===== config.mk =====
export PLATFORM = sky130hd
export DESIGN_NAME = staged_ram
export DESIGN_NICKNAME = d
export VERILOG_FILES = /design/src/rtl/staged_ram_pkg.sv /design/src/rtl/onehot_dec.sv /design/src/rtl/cell_array.sv /design/src/rtl/staged_ram.sv
export SDC_FILE = /design/constraint.sdc
export NUM_CORES = 2
export LEC_CHECK = 0
export ABC_AREA = 1
export BUFFER_PORTS_ARGS = -buffer_cell sky130_fd_sc_hd__buf_2
export CAP_MARGIN = 10
export CORE_MARGIN = 4
export CORE_UTILIZATION = 50
export DETAILED_ROUTE_END_ITERATION = 8
export PLACE_DENSITY_LB_ADDON = 0.2
export SLEW_MARGIN = 0
export SYNTH_ARGS = -nofsm -noshare
export SYNTH_HDL_FRONTEND = slang
export SYNTH_HIERARCHICAL = 1
export SYNTH_SLANG_ARGS = --single-unit

===== constraint.sdc =====
create_clock -name clk -period 5 [get_ports clk]
set_clock_uncertainty 0.15 [all_clocks]
set_input_delay 0.5 -clock clk [delete_from_list [all_inputs] [get_ports clk]]
set_output_delay 0.5 -clock clk [all_outputs]
set_load 0.05 [all_outputs]

===== src/rtl/staged_ram_pkg.sv =====
package staged_ram_pkg;

    // Access sequencer phases
    typedef enum logic [1:0] {
        PH_IDLE   = 2'd0,
        PH_DECODE = 2'd1,
        PH_XFER   = 2'd2
    } phase_e;

    // Command captured with an accepted start
    typedef enum logic {
        OP_FETCH = 1'b0,
        OP_STORE = 1'b1
    } op_e;

endpackage


===== src/rtl/onehot_dec.sv =====
// Binary to one-hot decoder for one half of the address.
module onehot_dec #(
    parameter int SEL_W = 4
) (
    input  logic [SEL_W-1:0]      sel,
    output logic [(1<<SEL_W)-1:0] lines
);
    localparam int LINES = 1 << SEL_W;

    for (genvar i = 0; i < LINES; i++) begin : g_line
        assign lines[i] = (sel == SEL_W'(i));
    end
endmodule


===== src/rtl/cell_array.sv =====
// Grid of byte cells made of flip-flops. A cell is chosen where the
// active row line crosses the active column line.
module cell_array #(
    parameter int DATA_W = 8,
    parameter int ROWS   = 16,
    parameter int COLS   = 16
) (
    input  logic              clk,
    input  logic              wr_en,
    input  logic [ROWS-1:0]   row_sel,
    input  logic [COLS-1:0]   col_sel,
    input  logic [DATA_W-1:0] wdata,
    output logic [DATA_W-1:0] rdata
);
    localparam int CELLS = ROWS * COLS;

    logic [CELLS*DATA_W-1:0] terms;

    for (genvar r = 0; r < ROWS; r++) begin : g_row
        for (genvar c = 0; c < COLS; c++) begin : g_col
            logic [DATA_W-1:0] cell_q;
            logic              hit;

            assign hit = row_sel[r] & col_sel[c];

            always_ff @(posedge clk) begin
                if (wr_en && hit) begin
                    cell_q <= wdata;
                end
            end

            assign terms[(r*COLS+c)*DATA_W +: DATA_W] = hit ? cell_q : '0;
        end
    end

    // AND-OR read path: only the selected cell contributes
    always_comb begin
        rdata = '0;
        for (int i = 0; i < CELLS; i++) begin
            rdata = rdata | terms[i*DATA_W +: DATA_W];
        end
    end
endmodule


===== src/rtl/staged_ram.sv =====
module staged_ram
    import staged_ram_pkg::*;
#(
    parameter int ADDR_W = 8,
    parameter int DATA_W = 8
) (
    input  logic              clk,
    input  logic              reset_n,
    input  logic              load_addr,
    input  logic [ADDR_W-1:0] addr_in,
    input  logic              load_data,
    input  logic [DATA_W-1:0] data_in,
    input  logic              start,
    input  logic              cmd_write,
    output logic [DATA_W-1:0] data_out,
    output logic              done
);
    localparam int ROW_W = ADDR_W / 2;
    localparam int COL_W = ADDR_W - ROW_W;
    localparam int ROWS  = 1 << ROW_W;
    localparam int COLS  = 1 << COL_W;

    typedef struct packed {
        phase_e            phase;
        op_e               op;
        logic [ADDR_W-1:0] addr;
        logic [DATA_W-1:0] data;
        logic [ROWS-1:0]   row_sel;
        logic [COLS-1:0]   col_sel;
        logic              done;
    } state_t;

    state_t s_d, s_q;

    logic [ROWS-1:0]   row_lines;
    logic [COLS-1:0]   col_lines;
    logic [DATA_W-1:0] rd_data;
    logic              arr_we;

    // Two half-width decoders in place of one full-width decoder
    onehot_dec #(.SEL_W(ROW_W)) i_row_dec (
        .sel   (s_q.addr[ADDR_W-1 -: ROW_W]),
        .lines (row_lines)
    );

    onehot_dec #(.SEL_W(COL_W)) i_col_dec (
        .sel   (s_q.addr[COL_W-1:0]),
        .lines (col_lines)
    );

    assign arr_we = (s_q.phase == PH_XFER) && (s_q.op == OP_STORE);

    cell_array #(
        .DATA_W (DATA_W),
        .ROWS   (ROWS),
        .COLS   (COLS)
    ) i_cells (
        .clk     (clk),
        .wr_en   (arr_we),
        .row_sel (s_q.row_sel),
        .col_sel (s_q.col_sel),
        .wdata   (s_q.data),
        .rdata   (rd_data)
    );

    always_comb begin
        s_d      = s_q;
        s_d.done = 1'b0;
        unique case (s_q.phase)
            PH_IDLE: begin
                if (load_addr) begin
                    s_d.addr = addr_in;
                end
                if (load_data) begin
                    s_d.data = data_in;
                end
                if (start) begin
                    s_d.phase = PH_DECODE;
                    s_d.op    = op_e'(cmd_write);
                end
            end
            PH_DECODE: begin
                // latch the decoded lines so the transfer sees a stable select
                s_d.row_sel = row_lines;
                s_d.col_sel = col_lines;
                s_d.phase   = PH_XFER;
            end
            PH_XFER: begin
                if (s_q.op == OP_FETCH) begin
                    s_d.data = rd_data;
                end
                s_d.done    = 1'b1;
                s_d.row_sel = '0;
                s_d.col_sel = '0;
                s_d.phase   = PH_IDLE;
            end
            default: begin
                s_d.phase = PH_IDLE;
            end
        endcase
    end

    always_ff @(posedge clk) begin
        if (!reset_n) begin
            s_q <= '0;
        end else begin
            s_q <= s_d;
        end
    end

    assign data_out = s_q.data;
    assign done     = s_q.done;
endmodule


* Word-level counts from Yosys, hierarchy flattened
Index checks and enable logic that the tools add are counted.
Widths: inputs -> output; s select.
** Cells by class
- Eq/ne operators :: 35
- Mux-type cells :: 263
- Bitwise operators :: 511
- Reduce and logical (&&, ||, !) cells :: 265
** Operators by type and width (count)
- $mux 8 :: 258
- $or 8x8->8 :: 255
- $logic_and 1x1->1 :: 257
- $and 1x1->1 :: 256
- $eq 4x4->1 const B :: 16
- $pmux 32 s2 :: 1
- $eq 4x3->1 const B :: 8
- $eq 4x2->1 const B :: 4
- $pmux 8 s2 :: 1
- $eq 4x1->1 const B :: 2
- $logic_not 4->1 :: 2
- $ne 2x2->1 const B :: 3
- $pmux 2 s2 :: 1
- $reduce_and 2->1 :: 2
- $reduce_bool 2->1 :: 2
- $mux 3 :: 1
- $reduce_and 3->1 :: 1
- $eq 2x1->1 const B :: 1
- $eq 2x2->1 const B :: 1
- $logic_not 2->1 :: 1
- $mux 1 :: 1
** Storage, ports and cells
- Register bits after elaboration :: 2100
- Word-level logic and storage cells :: 1337

* Depth between registers and ports, before layout
- Depth in word-level cells :: 259
- Mapped depth :: 17
- Depth with buffers taken out :: 16

* By module
Netlist, hierarchy kept.
** By module, submodules not included
- cell_array :: instances 1, cells each 6682, area each 83213.6 um^2, seq. area each 61499.0 um^2
- staged_ram :: instances 1, cells each 290, area each 2150.8 um^2, seq. area each 1041.0 um^2
- onehot_dec :: instances 2, cells each 28, area each 105.1 um^2, seq. area each 0.0 um^2

* Least setup slack after synthesis
OpenSTA, ideal clock, no wires.
- Path type :: reg-to-output
- Start :: register s_q (netlist bit data_out[0])
- End :: output port data_out[0]
- Arrival time :: 4.012 ns
- Slack :: 0.338 ns
- Cell stages (with the launch flop) :: 2
- Path through :: dfxtp_1 buf_4
** RTL lines
- start, declared :: line staged_ram.sv:33 : state_t s_d, s_q;
- start signal, assigned :: line staged_ram.sv:105 : s_q <= '0;
- start signal, assigned :: line staged_ram.sv:107 : s_q <= s_d;
- end, declared :: line staged_ram.sv:15 : output logic [DATA_W-1:0] data_out,
No word-level cell between the ends.

* Worst setup path after layout
- Start :: register s_q[32] (netlist bit)
- End :: register s_q (netlist bit data_out[6])
** On the way
- Longest elaborated chain between the ends :: 20
- Elaborated cells between the ends (all ways) :: 50
** Ends and longest elaborated chain
- $and 1x1->1 :: line cell_array.sv:24 : assign hit = row_sel[r] & col_sel[c];
- $mux 8 :: line cell_array.sv:32 : assign terms[(r*COLS+c)*DATA_W +: DATA_W] = hit ? cell_q : '0;
- $or 8x8->8 (15 in a row) :: line cell_array.sv:40 : rdata = rdata | terms[i*DATA_W +: DATA_W];
- $or 8x8->8 * :: line cell_array.sv:40
- via rd_data[6] :: line staged_ram.sv:37 : logic [DATA_W-1:0] rd_data;
- $mux 8 * :: line staged_ram.sv:89 : if (s_q.op == OP_FETCH) begin
- $pmux 8 s2 * :: line staged_ram.sv:69 : unique case (s_q.phase)
The timed path passes the listed nets; every way through them passes the cells marked *. The select of a mux whose other input is x is not followed.
A chain may end at the register's enable or synchronous reset.

==> impl_metrics.toml <==
[status]
status = "finished, final reports clean"

[sta]
worst_pin_slew_ps = 1173
slew-limit-headroom = 0.2180
slew_violations = 0
hold_viol = 0
hold_ws_ps = 50.58
setup_viol = 0
setup_slack_ps = 1261
final.setup.tns_ps = 0
rsz0062_at_grt = "false"
fin_crit_sh = 0.7478
timing.fmax_ghz = 0.2675
layout_min_cycle_time_ps = 3739

[route]
drcViolationCount = 0
vias = 53620
vias_per_cell = 5.791
routed_wl_um = 213800
drt_first_pass_iters = 6
postRouteAntennaNets = 0
wl_per_cell_um = 23.10
initialDrtViolationCount = 6783

[worst_setup_path]
arrival_ps = 4320
crit_type = "flip-flop to flip-flop"
crit_chain = "buf_4 > nand3_1 > nand4_1 > nor2_1 > nand2_1 > nor2_1 > nand2_1 > nor2_1 > nand2_1 > nand2_1 > nand2_1 > nor2_1 > nor2_1 > dlygate4sd3_1"
critPathSlowestCell = "dfxtp_4"
worst_setup_path_start_kind = "flip-flop"
cp_max_fo = 78
end_kind = "flip-flop"
required_ps = 5580
cp_slowest_stage_delay_ps = 610

[power]
power_density_nw_per_um2 = 397.4
p_leak_nw = 31.49
worst_ir_drop_vdd_uv = 451.2

[flow_run]
max_cap_violations = 0

[clocking]
cts_root_buf = "clkbuf_16"
cts_tree = "built"
clock_path_buffers = 3
cts_buffers = 208
clock-sinks = 2100
htree_levels = 4
clock_latency_ps = 840
clk_pin_slew_ps = 60

[synth]
syn_inst = 7028
synth_nets = 7053
synth_top_area_cell = "edfxtp_1"
synth-seq-cells = 2100
synth.top_cell.area_share = 0.7187
synth_area_leaders = "edfxtp_1 72%, nand3_1 11%, nand2_1 4.9%, nor2_1 2.9%, nand4_1 2.6%"
ys_seq_area_frac = 0.7308
syn_area_per_cell_um2 = 12.18
yosysWarnings = 6
synth_cell_types = 22
syn_area_um2 = 85570

[grt]
track_usage = 0.2370
grt_antenna_before_repair = 1
grt_pass1_vias = 51180
grt_pass1_wl_um = 323500
grt_max_degree = 162
grt.overflow.total = 0

[floorplanning]
dieArea_um2 = 177800
num_rows = 151
die_w_um = 421.7
coreArea_um2 = 169800
start_util = 0.5038
ios = 31
die_y_um = 421.7

[placement]
pre_cts_ws_ps = 1871
io_buffers = 30
dp.cells = 8846
place_congestion = 0.8579
post-dp-hpwl_um = 120700

[cells_and_area]
drive_gt1_frac = 0.06665
instances_no_fill = 9258
nets = 6888
syn2layout_area_growth_pct = 9.245

[worst_hold_path]
hold_path_class = "input port to flip-flop"
final timing paths:
kind | startpoint | to | slack (ps) | cells after the start
min | data_in[4] | data_out[4]$_SDFFE_PN0P_ | 50 | 5
min reg2reg | s_q[51]$_SDFFE_PN0P_ | s_q[51]$_SDFFE_PN0P_ | 380 | 2
max reg2reg | s_q[32]$_SDFFE_PN0P_ | data_out[6]$_SDFFE_PN0P_ | 1260 | 14
max | s_q[32]$_SDFFE_PN0P_ | data_out[6]$_SDFFE_PN0P_ | 1260 | 14
critical path: cells and delay by family, from the launching register on:
family,cells,cell delay (ps)
AND/OR/NAND/NOR,12,1860
buffers and inverters,2,930
flip-flops,1,610
cell families (layout without fill, tap and decap cells):
family                   Yosys count  count (layout)  share of synthesized area
AND/OR/NAND/NOR                 4042            4042                     0.2164
flip-flops                      2100            2100                     0.7308
buffers and inverters            839             848                    0.04977
AO/OA/AOI/OAI                     44              44                   0.002603
adder cells (fa/ha/maj)            3               3                  0.0004387
other                              0               3                          0
synthesized netlist by cell type (all sizes together):
master,instances
dfxtp,52
clkinv,1
buf,375
nand3,1906
nor2,657
nand2,1127
edfxtp,2048
a211oi,1
o21ai,9
clkbuf,136
a21oi,34
ha,3
nand4,352
inv,327
layer usage:
metal | share of wire | GRT usage
met5 | 0 | 0
met4 | 0.034 | 0.08235
met3 | 0.073 | 0.03227
met2 | 0.47 | 0.3748
met1 | 0.42 | 0.3406
report_power, final:
| part | internal [mW] | switching [mW] | leakage, nW |
|---|---|---|---|
| clock | 8.77 | 6.60 | 3.29 |
| combinational | 0.185 | 1.31 | 9.03 |
| sequential | 20.0 | 0.319 | 19.2 |
area by class of cell:
cell class                      count  area, um^2
Inverter                          328        1239
Fill cell                       13960       76360
Timing Repair Buffer              136        1234
Antenna cell                        3       7.507
Multi-Input combinational cell   4089       18780
Clock buffer                      261        5517
Sequential cell                  2100       62690
Tap cell                         2218        2775
Clock inverter                    123        1251
state kept, by name, summed over array words and instances (netlist names):
name / cells
i_cells/g_row.g_col.cell_q: 2048
data_out: 8
s_q: 43
done: 1
timing repair:
item	CTS	global route
endpoints found under the setup margin	0	0
resized for setup	0	0
buffers inserted	0	0
endpoints found under the hold margin	19	0
hold buffers	25	0
cells in the final DEF (no fill, tap or decap), types with 2 or more instances in the layout:
master	synthesis	layout
bufinv_16	0	18
buf_4	30	63
dlygate4sd3_1	0	25
inv_1	323	322
inv_2	4	4
nand3_2	10	10
clkinv_2	0	37
ha_1	3	3
dfxtp_4	0	39
buf_12	0	18
nand4_1	352	352
dfxtp_1	52	12
buf_2	215	30
nand3_1	1895	1895
clkinv_16	0	5
o21ai_0	9	9
nand2_1	1123	1123
inv_16	0	2
edfxtp_1	2048	2048
a21oi_1	34	34
clkbuf_16	0	210
clkbuf_1	136	44
clkbuf_8	0	7
clkinvlp_4	0	9
nand2_2	3	3
inv_6	0	6
nor2_1	657	657
diode_2	0	3
clkinv_8	0	3
clkinv_1	1	43
per-stage QoR:
| stage | util | area [um^2] | power (mW) |
|---|---|---|---|
| 6_report | 0.5504 | 93490 | 37.15 |
| 5_1_grt | 0.5504 | 93480 | 38.30 |
| 4_1_cts | 0.5504 | 93480 | 37.44 |
| 3_5_place_dp | 0.5090 | 86460 | 22.16 |
| 3_3_place_gp | 0.5090 | 86460 | 22.14 |
| 2_1_floorplan | - | 85570 | 21.41 |
Note: power is estimated with default switching activity, not from simulation.
